[src/rtl/atten_seq_pkg.sv]
package atten_seq_pkg;

  typedef enum logic [2:0] {
    ST_IDLE  = 3'd0,
    ST_SETUP = 3'd1,
    ST_PULSE = 3'd2,
    ST_HOLD  = 3'd3,
    ST_GAP   = 3'd4
  } seq_state_e;

  // Round a duration in ns up to whole clock cycles, never below one.
  function automatic int ns_to_cyc(input int dur_ns, input int clk_mhz);
    int c;
    c = (dur_ns * clk_mhz + 999) / 1000;
    return (c < 1) ? 1 : c;
  endfunction

  function automatic int max2(input int a, input int b);
    return (a > b) ? a : b;
  endfunction

endpackage

[src/rtl/atten_code_sat.sv]
module atten_code_sat #(
  parameter int IN_W   = 8,
  parameter int CODE_W = 6
) (
  input  logic [IN_W-1:0]   steps_in,
  output logic [CODE_W-1:0] code_out,
  output logic              clipped
);
  generate
    if (IN_W > CODE_W) begin : g_wide
      logic over;
      assign over     = |steps_in[IN_W-1:CODE_W];
      assign clipped  = over;
      assign code_out = over ? {CODE_W{1'b1}} : steps_in[CODE_W-1:0];
    end else begin : g_narrow
      assign clipped  = 1'b0;
      assign code_out = CODE_W'(steps_in);
    end
  endgenerate
endmodule

[src/rtl/atten_space_timer.sv]
module atten_space_timer #(
  parameter int SPACE_CYC = 100,
  parameter int CNT_W     = 8
) (
  input  logic clk,
  input  logic rst_n,
  input  logic start,
  output logic done
);
  logic [CNT_W-1:0] remain;

  always_ff @(posedge clk or negedge rst_n) begin
    if (!rst_n)               remain <= '0;
    else if (start)           remain <= CNT_W'(SPACE_CYC - 1);
    else if (remain != '0)    remain <= remain - 1'b1;
  end

  assign done = (remain == '0);

  // Assertion support: cycles since the previous start, saturating.
  logic [CNT_W-1:0] since_start;
  always_ff @(posedge clk or negedge rst_n) begin
    if (!rst_n)                                 since_start <= CNT_W'(SPACE_CYC);
    else if (start)                             since_start <= CNT_W'(1);
    else if (since_start < CNT_W'(SPACE_CYC))   since_start <= since_start + 1'b1;
  end

  AST_START_SPACING: assert property (@(posedge clk) disable iff (!rst_n)
    start |-> since_start >= CNT_W'(SPACE_CYC));
endmodule

[src/rtl/atten_seq_fsm.sv]
module atten_seq_fsm
  import atten_seq_pkg::*;
#(
  parameter int CODE_W    = 6,
  parameter int SETUP_CYC = 1,
  parameter int PULSE_CYC = 1,
  parameter int HOLD_CYC  = 1,
  parameter int CNT_W     = 8
) (
  input  logic              clk,
  input  logic              rst_n,
  input  logic              req_valid,
  input  logic [CODE_W-1:0] code_in,
  input  logic              space_done,
  output logic              req_ready,
  output logic              accept,
  output logic [CODE_W-1:0] ctl_word,
  output logic              ctl_le
);
  seq_state_e       state, state_nx;
  logic [CNT_W-1:0] win, win_nx;
  logic [CODE_W-1:0] word_q;
  logic             le_q;

  assign req_ready = (state == ST_IDLE);
  assign accept    = req_ready && req_valid;

  always_comb begin
    state_nx = state;
    win_nx   = win;
    case (state)
      ST_IDLE: if (req_valid) begin
        state_nx = ST_SETUP;
        win_nx   = CNT_W'(SETUP_CYC - 1);
      end
      ST_SETUP: if (win == '0) begin
        state_nx = ST_PULSE;
        win_nx   = CNT_W'(PULSE_CYC - 1);
      end else win_nx = win - 1'b1;
      ST_PULSE: if (win == '0) begin
        state_nx = ST_HOLD;
        win_nx   = CNT_W'(HOLD_CYC - 1);
      end else win_nx = win - 1'b1;
      ST_HOLD: if (win == '0) state_nx = ST_GAP;
               else win_nx = win - 1'b1;
      ST_GAP:  if (space_done) state_nx = ST_IDLE;
      default: state_nx = ST_IDLE;
    endcase
  end

  always_ff @(posedge clk or negedge rst_n) begin
    if (!rst_n) begin
      state  <= ST_IDLE;
      win    <= '0;
      word_q <= '0;
      le_q   <= 1'b0;
    end else begin
      state <= state_nx;
      win   <= win_nx;
      le_q  <= (state_nx == ST_PULSE);
      if (accept) word_q <= code_in;
    end
  end

  assign ctl_word = word_q;
  assign ctl_le   = le_q;

  // Assertion support counters: strobe high run, word-stable run, cycles since strobe fell.
  logic [CNT_W-1:0]  hi_run, stab_run, low_run;
  logic [CODE_W-1:0] word_prev;
  always_ff @(posedge clk or negedge rst_n) begin
    if (!rst_n) begin
      hi_run    <= '0;
      stab_run  <= '0;
      low_run   <= CNT_W'(HOLD_CYC);
      word_prev <= '0;
    end else begin
      word_prev <= ctl_word;
      hi_run    <= ctl_le ? hi_run + 1'b1 : '0;
      if (ctl_word != word_prev)                  stab_run <= CNT_W'(1);
      else if (stab_run < CNT_W'(SETUP_CYC))      stab_run <= stab_run + 1'b1;
      if (ctl_le)                                 low_run <= '0;
      else if (low_run < CNT_W'(HOLD_CYC))        low_run <= low_run + 1'b1;
    end
  end

  AST_WORD_MOVES_LE_LOW: assert property (@(posedge clk) disable iff (!rst_n)
    !$stable(ctl_word) |-> (!ctl_le && !$past(ctl_le)));
  AST_READY_NOT_IN_STROBE: assert property (@(posedge clk) disable iff (!rst_n)
    req_ready |-> !ctl_le);
  AST_PULSE_WIDTH: assert property (@(posedge clk) disable iff (!rst_n)
    $fell(ctl_le) |-> hi_run == CNT_W'(PULSE_CYC));
  AST_SETUP_WINDOW: assert property (@(posedge clk) disable iff (!rst_n)
    $rose(ctl_le) |-> stab_run >= CNT_W'(SETUP_CYC));
  AST_HOLD_WINDOW: assert property (@(posedge clk) disable iff (!rst_n)
    !$stable(ctl_word) |-> low_run >= CNT_W'(HOLD_CYC));
endmodule

[src/rtl/atten_latch_seq.sv]
module atten_latch_seq
  import atten_seq_pkg::*;
#(
  parameter int CLK_MHZ   = 100,
  parameter int SETUP_NS  = 10,
  parameter int PULSE_NS  = 10,
  parameter int HOLD_NS   = 10,
  parameter int PERIOD_NS = 1000,
  parameter int REQ_W     = 8,
  parameter int CODE_W    = 6
) (
  input  logic              clk,
  input  logic              rst_n,
  input  logic              req_valid,
  output logic              req_ready,
  input  logic [REQ_W-1:0]  req_steps,
  output logic [CODE_W-1:0] ctl_word,
  output logic              ctl_le,
  output logic              clip_seen
);
  localparam int SETUP_CYC = ns_to_cyc(SETUP_NS, CLK_MHZ);
  localparam int PULSE_CYC = ns_to_cyc(PULSE_NS, CLK_MHZ);
  localparam int HOLD_CYC  = ns_to_cyc(HOLD_NS, CLK_MHZ);
  localparam int SPACE_CYC = max2(ns_to_cyc(PERIOD_NS, CLK_MHZ),
                                  SETUP_CYC + PULSE_CYC + HOLD_CYC + 1);
  localparam int CNT_W     = $clog2(SPACE_CYC + 1);

  logic [CODE_W-1:0] sat_code;
  logic              sat_clip;
  logic              accept;
  logic              space_done;
  logic              clip_q;

  atten_code_sat #(.IN_W(REQ_W), .CODE_W(CODE_W)) u_sat (
    .steps_in (req_steps),
    .code_out (sat_code),
    .clipped  (sat_clip)
  );

  atten_space_timer #(.SPACE_CYC(SPACE_CYC), .CNT_W(CNT_W)) u_space (
    .clk   (clk),
    .rst_n (rst_n),
    .start (accept),
    .done  (space_done)
  );

  atten_seq_fsm #(
    .CODE_W(CODE_W), .SETUP_CYC(SETUP_CYC), .PULSE_CYC(PULSE_CYC),
    .HOLD_CYC(HOLD_CYC), .CNT_W(CNT_W)
  ) u_fsm (
    .clk        (clk),
    .rst_n      (rst_n),
    .req_valid  (req_valid),
    .code_in    (sat_code),
    .space_done (space_done),
    .req_ready  (req_ready),
    .accept     (accept),
    .ctl_word   (ctl_word),
    .ctl_le     (ctl_le)
  );

  always_ff @(posedge clk or negedge rst_n) begin
    if (!rst_n)                    clip_q <= 1'b0;
    else if (accept && sat_clip)   clip_q <= 1'b1;
  end
  assign clip_seen = clip_q;

  AST_CLIP_STICKY: assert property (@(posedge clk) disable iff (!rst_n)
    $past(clip_seen) |-> clip_seen);
  AST_CLIP_CAUSE: assert property (@(posedge clk) disable iff (!rst_n)
    $rose(clip_seen) |-> $past(req_valid && req_ready && (req_steps > REQ_W'((1 << CODE_W) - 1))));
  AST_SAT_TOP: assert property (@(posedge clk) disable iff (!rst_n)
    (req_valid && req_ready && (req_steps > REQ_W'((1 << CODE_W) - 1))) |=> (ctl_word == {CODE_W{1'b1}}));
  AST_PASS_THROUGH: assert property (@(posedge clk) disable iff (!rst_n)
    (req_valid && req_ready && (req_steps <= REQ_W'((1 << CODE_W) - 1))) |=> (ctl_word == $past(req_steps[CODE_W-1:0])));
endmodule

[config.mk]
export PLATFORM = sky130hd
export DESIGN_NAME = atten_latch_seq
export DESIGN_NICKNAME = d
export VERILOG_FILES = /design/src/rtl/atten_seq_pkg.sv /design/src/rtl/atten_code_sat.sv /design/src/rtl/atten_space_timer.sv /design/src/rtl/atten_seq_fsm.sv /design/src/rtl/atten_latch_seq.sv
export SDC_FILE = /design/constraint.sdc
export NUM_CORES = 1
export LEC_CHECK = 0
export BUFFER_PORTS_ARGS = -buffer_cell sky130_fd_sc_hd__buf_2
export CAP_MARGIN = 10
export CELL_PAD_IN_SITES_DETAIL_PLACEMENT = 1
export CELL_PAD_IN_SITES_GLOBAL_PLACEMENT = 1
export CORE_MARGIN = 5
export CORE_UTILIZATION = 30
export DETAILED_ROUTE_END_ITERATION = 12
export PLACE_DENSITY_LB_ADDON = 0.1
export SYNTH_ARGS = -nofsm -noshare
export SYNTH_HDL_FRONTEND = slang
export SYNTH_SLANG_ARGS = --single-unit
[constraint.sdc]
create_clock -name clk -period 3.5 [get_ports clk]
set_input_delay 0.7 -clock clk [delete_from_list [all_inputs] [get_ports clk]]
set_output_delay 0.7 -clock clk [all_outputs]
set_load 0.005 [all_outputs]
==> impl_metrics.ini <==
[logic_synthesis]
ys_warn_count = 0
synth_top_family_by_area = simple AND/OR/NAND/NOR gates
synth_fa_ha_area_frac = 0.0293
synth_top_area_share = 0.489
ys_async_sr_fraction = 1.00
syn_nets = 150
synth_ff_type = dfrtp_1
avgSynthCellArea_um2 = 9.41
synth-xor-area-share = 0.0274
yosys.area_share.simple = 0.257
synthMuxAreaShare = 0.00782
ys_seq_elements = 25
synth-edff-count = 0
synth_top_area_cell = dfrtp_1
yosysSeqAreaShare = 0.489
synth_cell_type_count = 35
synth_area_um2 = 1280
yosysMostFrequentCell = dfrtp_1
synth_compound_area_frac = 0.143
synthTopCellsByArea = dfrtp_1 (49%), nand2_1 (7.0%), o21ai_0 (4.7%)
synth_common_cells = dfrtp_1 (25), nand2_1 (24), o21ai_0 (12)
synthCells = 136

[cells_and_area]
nFillCells = 484
drive_gt1_frac = 0.209
multi_input_area_um2 = 594
diodes = 0
seq_area_um2 = 626
syn_to_final_growth_pct = 12.6
fin_nets = 168
final_cells = 203

[critical_path]
startpoint_type = flip-flop
cp.arrival_ps = 2170
path_class = reg2reg
worst_ep_required_time_ps = 3700
worst_setup_path_end_kind = flip-flop
crit_fanout = 6

[routing]
dr.pass1.iters = 2
num_vias = 1023
drtAntennaViolNets = 0
first_iter_violations = 44
routed_wl_mm = 2.83
vias_per_cell = 5.04
drc = 0
drt-wirelength-per-cell_um = 13.9

[sta]
fin_crit_ps = 1970
drv_slew = 0
rsz0062_at_grt = no
fmax_mhz = 507
tightest_slew_ps = 659
setup_viol_count_final = 0
hold-worst-slack_ps = 416
hold_violations = 0
fin_crit_sh = 0.564
fin_skew_ps = 5.83
setup_tns_ps = 0
setup_slack_ps = 1530
relSlewSlack = 0.557

[power]
intPower_uw = 739
leakage_uw = 0.000655
clkPwrFrac = 0.138
ir_drop_mv = 0.281
swShare = 0.404
p_switching_uw = 501
comb_power_share = 0.417
power_frac_seq = 0.445
powerDensity_nw_per_um2 = 860

[floorplan]
ios = 20
fp.dieH_um = 75.3
fp.dieW_um = 75.3
initial_core_util = 0.315
placementRows = 23
die-area_um2 = 5670
core-area_um2 = 4060

[global_route]
grt_max_degree = 26
grtUsageTotal = 0.113
grt_pass1_wl_mm = 4.92
antenna_found_initial = 0
grt_pass1_vias = 1066
overflow = 0

[place]
place_congestion = 0.697
post-place-ws_ps = 1350
io_buffers = 19
dp.cells = 199
dp.final_hpwl_mm = 2.08

[clock_tree]
cts-resized-gates = 0
cts_root_buffer = clkbuf_8
cts.path.max_buffers = 2
post_cts_buffers = 0
path_clk_slew_ps = 90
h-tree-depth = 1
tritoncts = built
cts_sinks = 25
cts_buffers = 3
clk_latency_ps = 270
cts_hold_buffers = 0

[hold_path]
hold_class = in2async

[status]
status = finished, final reports clean

[run]
maxCapViolCount = 0
-- registers in the layout, indices dropped and copies added, names as in the netlist --
register,flops
clip_seen,1
u_fsm.ctl_le,1
u_fsm.ctl_word,6
u_fsm.state,3
u_fsm.win,7
u_space.remain,7
-- cells by family (layout without fill, tap and decap cells) --
group,Yosys count,in the layout
and+or+nand+nor,61,61
AOI/OAI and AO/OA,31,31
DFF,25,25
buffers and inverters,11,28
xor gates and xnor gates,4,4
adders and majority gates,3,3
muxes,1,1
-- metrics by stage --
stage	util	power (µW)	cell area [µm²]
after CTS	0.355	1260	1440
after global placement	0.344	1060	1400
final	0.355	1240	1440
after global routing	0.355	1370	1440
after detailed placement	0.344	1080	1400
after floorplan	-	935	1280
-- worst max-delay path: stages, from the launching register on --
cell and delay [ps]:
dfrtp_1 390, inv_1 70, ha_1 210, and4b_4 180, a211o_1 370, or4b_1 530
a21oi_1 150
-- worst paths after layout --
kind	depth (start not counted)	slack, ps	startpoint	endpoint
worst min-delay path	1	420	rst_n	u_space.remain[6]
min in group clk	1	460	clip_seen	clip_seen
max in group asynchronous	1	2710	rst_n	clip_seen
worst min register to register	1	460	clip_seen	clip_seen
worst max register to register	6	1530	u_fsm.win[0]	u_fsm.win[5]
worst max-delay path	6	1530	u_fsm.win[0]	u_fsm.win[5]
-- routing by layer --
metal  part of all wire  track usage
met3              0.029       0.0211
met5                  0            0
met2               0.47        0.180
met1               0.49        0.156
met4              0.010       0.0350
-- placed cells by master, fill, tap and decap left out, types with 2 or more instances in the layout --
master,n
or3_1,5
dfrtp_1,25
o211ai_1,2
inv_1,5
buf_2,19
o31ai_1,3
nor2_1,10
nand3_1,3
ha_1,3
o21ai_0,12
or3b_2,3
clkbuf_8,3
a21oi_1,9
nor2b_1,2
nand2_1,24
or3_2,2
xnor2_1,2
nor3_1,3
xor2_1,2
-- power by group through the flow --
| stage | logic [µW] | registers [µW] | clock network, µW |
|---|---|---|---|
| global placement | 512 | 549 | 0 |
| CTS | 530 | 553 | 179 |
| global route | 603 | 574 | 191 |
| floorplan | 427 | 508 | 0 |
| finish | 517 | 552 | 171 |
| detailed placement | 527 | 558 | 0 |
-- area by class of cell --
type / instances / area share
tap: 50 / 0.0434
clock buffer: 4 / 0.0313
timing repair buffer: 19 / 0.0660
sequential: 25 / 0.434
inverter: 5 / 0.0130
multi-input combinational: 100 / 0.412
No activity file was read; power rests on OpenSTA's default activity.
